===== src/rtl/sft_pkg.sv =====
package sft_pkg;

    localparam int FRAME_W      = 11;
    localparam int UF_PER_FRAME = 8;
    localparam int UF_W         = $clog2(UF_PER_FRAME);

    typedef logic [FRAME_W-1:0] frame_t;
    typedef logic [UF_W-1:0]    uframe_t;

    typedef enum logic {
        SPD_FULL = 1'b0,
        SPD_HIGH = 1'b1
    } speed_e;

    typedef struct packed {
        logic sof;
        logic ka;
    } strobe_t;

    function automatic frame_t frame_advance(input frame_t f);
        return f + frame_t'(1);
    endfunction

    function automatic logic uframe_is_last(input uframe_t u);
        return u == uframe_t'(UF_PER_FRAME - 1);
    endfunction

endpackage


===== src/rtl/sft_tick_div.sv =====
module sft_tick_div #(
    parameter int PERIOD = 7500
) (
    input  logic clk,
    input  logic rst,
    input  logic en,
    output logic period_end
);
    localparam int CW = (PERIOD > 1) ? $clog2(PERIOD) : 1;
    localparam logic [CW-1:0] LAST = CW'(PERIOD - 1);

    logic [CW-1:0] cnt;

    assign period_end = en && (cnt == LAST);

    always_ff @(posedge clk) begin
        if (rst) begin
            cnt <= '0;
        end else if (en) begin
            cnt <= (cnt == LAST) ? '0 : cnt + CW'(1);
        end
    end
endmodule


===== src/rtl/sft_frame_seq.sv =====
module sft_frame_seq
    import sft_pkg::*;
(
    input  logic    clk,
    input  logic    rst,
    input  logic    uf_step,
    output logic    ms_edge,
    output uframe_t sub_idx,
    output frame_t  frame_q
);
    assign ms_edge = uf_step && uframe_is_last(sub_idx);

    always_ff @(posedge clk) begin
        if (rst) begin
            sub_idx <= '0;
            frame_q <= '0;
        end else if (uf_step) begin
            sub_idx <= sub_idx + uframe_t'(1);
            if (uframe_is_last(sub_idx)) begin
                frame_q <= frame_advance(frame_q);
            end
        end
    end
endmodule


===== src/rtl/sft_keepalive.sv =====
module sft_keepalive #(
    parameter int LEN = 80
) (
    input  logic clk,
    input  logic rst,
    input  logic fire,
    output logic se0
);
    localparam int CW = $clog2(LEN + 1);

    logic [CW-1:0] remain;

    assign se0 = (remain != '0);

    always_ff @(posedge clk) begin
        if (rst) begin
            remain <= '0;
        end else if (fire) begin
            remain <= CW'(LEN);
        end else if (remain != '0) begin
            remain <= remain - CW'(1);
        end
    end
endmodule


===== src/rtl/sof_frame_timer.sv =====
module sof_frame_timer
    import sft_pkg::*;
#(
    parameter int TICKS_PER_MS = 60000,
    parameter int KA_LEN       = 80
) (
    input  logic        clk,
    input  logic        rst,
    input  logic        en,
    input  logic        hs_mode,
    output logic        sof_req,
    output logic        ka_req,
    output logic        ka_se0,
    output logic [10:0] frame_num,
    output logic [2:0]  uframe_idx
);
    localparam int UF_TICKS = TICKS_PER_MS / UF_PER_FRAME;

    speed_e  speed;
    logic    uf_step;
    logic    ms_edge;
    uframe_t sub_idx;
    frame_t  frame_q;
    strobe_t strobe_q;

    assign speed = speed_e'(hs_mode);

    sft_tick_div #(.PERIOD(UF_TICKS)) u_div (
        .clk        (clk),
        .rst        (rst),
        .en         (en),
        .period_end (uf_step)
    );

    sft_frame_seq u_seq (
        .clk     (clk),
        .rst     (rst),
        .uf_step (uf_step),
        .ms_edge (ms_edge),
        .sub_idx (sub_idx),
        .frame_q (frame_q)
    );

    sft_keepalive #(.LEN(KA_LEN)) u_ka (
        .clk  (clk),
        .rst  (rst),
        .fire (ms_edge),
        .se0  (ka_se0)
    );

    always_ff @(posedge clk) begin
        if (rst) begin
            strobe_q <= '0;
        end else begin
            strobe_q.sof <= uf_step && ((speed == SPD_HIGH) || ms_edge);
            strobe_q.ka  <= ms_edge;
        end
    end

    assign sof_req    = strobe_q.sof;
    assign ka_req     = strobe_q.ka;
    assign frame_num  = frame_q;
    assign uframe_idx = (speed == SPD_HIGH) ? sub_idx : '0;
endmodule


===== config.mk =====
export PLATFORM = sky130hd
export DESIGN_NAME = sof_frame_timer
export DESIGN_NICKNAME = d
export VERILOG_FILES = /design/src/rtl/sft_pkg.sv /design/src/rtl/sft_tick_div.sv /design/src/rtl/sft_frame_seq.sv /design/src/rtl/sft_keepalive.sv /design/src/rtl/sof_frame_timer.sv
export SDC_FILE = /design/constraint.sdc
export NUM_CORES = 1
export LEC_CHECK = 0
export CORE_ASPECT_RATIO = 1.5
export CORE_UTILIZATION = 54
export DETAILED_ROUTE_END_ITERATION = 7
export GPL_TIMING_DRIVEN = 0
export HOLD_SLACK_MARGIN = 0.1
export MAX_ROUTING_LAYER = met4
export PLACE_DENSITY = 0.85
export SYNTH_ARGS = -nofsm -noshare
export SYNTH_HDL_FRONTEND = slang
export SYNTH_SLANG_ARGS = --single-unit

===== constraint.sdc =====
create_clock -name clk -period 2.18 [get_ports clk]
set_input_delay 0.436 -clock clk [delete_from_list [all_inputs] [get_ports clk]]
set_output_delay 0.436 -clock clk [all_outputs]
set_load 0.02 [all_outputs]

==> run metrics <==
Crit path max-delay family simple AND/OR/NAND/NOR gates; Overall Power about 1.7 mW; Reg2Reg Launch Point u_seq.sub_idx[0]; # rows 24; DIE WIDTH between 40 and 50 um; GPL Wtd Cong 0.874; Setup crit end kind primary output; initial core utilization between 50% and 60%; capture point of the worst reg-to-reg path u_seq.frame_q[9]; LEAKAGE approximately 0.8 nW; pwr/cell area slightly above 800 nW/um^2; fin crit period around 2.2 ns; R2R setup slack about 0.19 ns; Tightest Pin Transition approximately 0.48 ns; synth warn 0; final setup vio count 1; setup TNS -0.0373 ns; CP max FO 3; commonest non-fill, non-tap cell in the layout dfxtp_1; Crit Path Class flip-flop to primary output; die area around 3200 um^2; Seq/Total Area, Yosys between 40% and 50%; Initial DRT Pass Iterations 4; Area growth syn-to-layout 25.6%; worst setup margin -0.0373 ns; I/O Pins 21; status finished, violations left; Worst Path Buf+Inv 2; die height about 69 um; clock sink count 36; final slew viol count 0; initial DRC count slightly above 50; Cells after Synth about 180; Worst-path clk slew roughly 0.070 ns; CP required 1.74 ns; unrepaired setup endpoints after global routing true; final worst clock skew 0.00505 ns; WL final around 3.6 mm; Worst EP arrival ~1.8 ns; later-pin clock latency in the skew report slightly below 0.3 ns; Synth Flop Type dfxtp_1; Post-synth EDFFs 0; GRT overflow 0; n_diodes 0; CTS tree yes; Placement Cell Area 1880 um^2; post-route DRC violation count 0; Final Hold Viols 0; initial antenna violation count 0; critical path cell sequence inv_2 -> ha_4 -> or4b_4 -> or3_4 -> buf_6; synthesized area per cell between 9 and 10 um^2; HP Start u_ka.remain[2]; core region area 2880 um^2; maximum clock rate around 450 MHz; Yosys reg bits 36; first-pass GRT wire length 5.96 mm; max_cap viols 0; IO Port Bufs 20; Antenna Violating Nets Remaining 0; Hold EP u_ka.remain[2]; root buf cell clkbuf_8; vias ~1400; Net Count, Synth 190; period utilization 102%; slew margin rel. around 68%; Hold Crit Class flip-flop to flip-flop; Reg2Reg Depth 7; failing checks setup timing; Finished Cell Area 2050 um^2; Crit path largest cell delay approximately 0.46 ns; CTS HTree Levels 2; Max rail drop VDD approximately 0.63 mV; # nets final 224; commonest cells after routing, fill and taps aside 34 x dfxtp_1, 25 x nor2_1, 16 x clkdlybuf4s50_1, 11 x a21oi_1; Cell variety after synth 31; Async SR Flop Fraction 0%; Max Root-Sink Buffers 2; pin count of the biggest net entering global routing 12; DP HPWL approximately 2.5 mm; GR Util All Layers 25.7%; synthesized area ~1600 um^2; Hold Crit Depth 2; fraction of layout cells with a size suffix above 1 between 10% and 20%; wire per inst ~14 um; CTS Buf Count 5; Via density between 5 and 6; CP max stage cell or4b_4; CP startpoint kind flip-flop; vias in the first global route 1395
[through the flow]
stage	utilization, %	hold slack, ns	instances	setup WS (ns)
floorplan	-	0.463	181	0.309
global placement	65.1	0.465	240	-0.275
detailed placement	65.1	0.491	240	-0.321
CTS	69.7	0.502	251	-0.0841
global route	71.0	0.523	255	-0.0861
finish	71.0	0.504	255	-0.0373
[tightest hold or removal path, cell delays in order (launching register included)]
cell and delay, ns:
dfxtp_1 0.33, nand2b_1 0.07, a21oi_1 0.05
[per-layer routing]
metal  routed length [um]  part of all wire (%)  vias to the layer above  GRT usage (%)
met5                    0                     0                        -              -
met4                   74                   2.1                        0           9.52
met3                  124                   3.5                        9           9.11
met2                 1910                    54                       26           41.7
met1                 1440                    41                      677           27.7
li1                     -                     -                      712              -
[worst max-delay path by stage]
stage | slack [ns] | depth (start not counted) | from | endpoint
global placement | -0.28 | 6 | u_ka.remain[0] | ka_se0
finish | -0.04 | 5 | u_ka.remain[0] | ka_se0
global route | -0.09 | 5 | u_ka.remain[0] | ka_se0
CTS | -0.08 | 5 | u_ka.remain[1] | ka_se0
detailed placement | -0.32 | 6 | u_ka.remain[0] | ka_se0
floorplan | 0.31 | 5 | u_ka.remain[0] | ka_se0
[power by group]
part | switching [mW] | internal, mW
clock | 0.229 | 0.252
combinational | 0.206 | 0.255
sequential | 0.0376 | 0.707
[cell families after synthesis]
logic type | Yosys count | share of synthesized area (%)
AO/OA/AOI/OAI | 25 | 8.99
XOR/XNOR | 17 | 9.14
adder cells (fa/ha/maj) | 5 | 3.84
buffers and inverters | 11 | 3.23
flip-flops | 36 | 44.2
multiplexers | 4 | 2.46
AND/OR/NAND/NOR | 83 | 28.1
[registers in the layout (all words and copies together) (netlist names)]
name	cells
u_seq.sub_idx	3
u_ka.remain	7
ka_req	1
u_seq.frame_q	11
u_div.cnt	13
sof_req	1
[synthesized netlist by cell type (all sizes together), types with 4 or more instances]
library cell / instances / area, um^2
buf: 4 / 26.3
o21ai: 8 / 40.0
ha: 5 / 62.6
nor2: 25 / 93.8
or3: 8 / 50.1
inv: 4 / 15.0
nand4: 10 / 62.6
mux2i: 4 / 40.0
nor3: 5 / 25.0
a21oi: 11 / 55.1
nand3: 6 / 30.0
dfxtp: 36 / 721
nand2: 6 / 22.5
xnor2: 7 / 61.3
and2: 5 / 31.3
and3: 5 / 31.3
xor2: 10 / 87.6
[final cells by class]
cell class / count / area, um^2
Multi-Input combinational cell: 134 / 873
Buffer: 6 / 27.5
Clock buffer: 6 / 82.6
Fill cell: 237 / 837
Inverter: 4 / 15.0
Tap cell: 39 / 48.8
Timing Repair Buffer: 28 / 265
Sequential cell: 36 / 723
Clock inverter: 2 / 10.0
[timing repair]
item,in CTS,in global routing
gates cloned,0,0
gates resized for setup,14,4
endpoints found under the setup margin,2,11
hold buffers,0,0
setup buffers,4,4
pin swaps,2,3
Note: power is estimated with default switching activity, not from simulation.
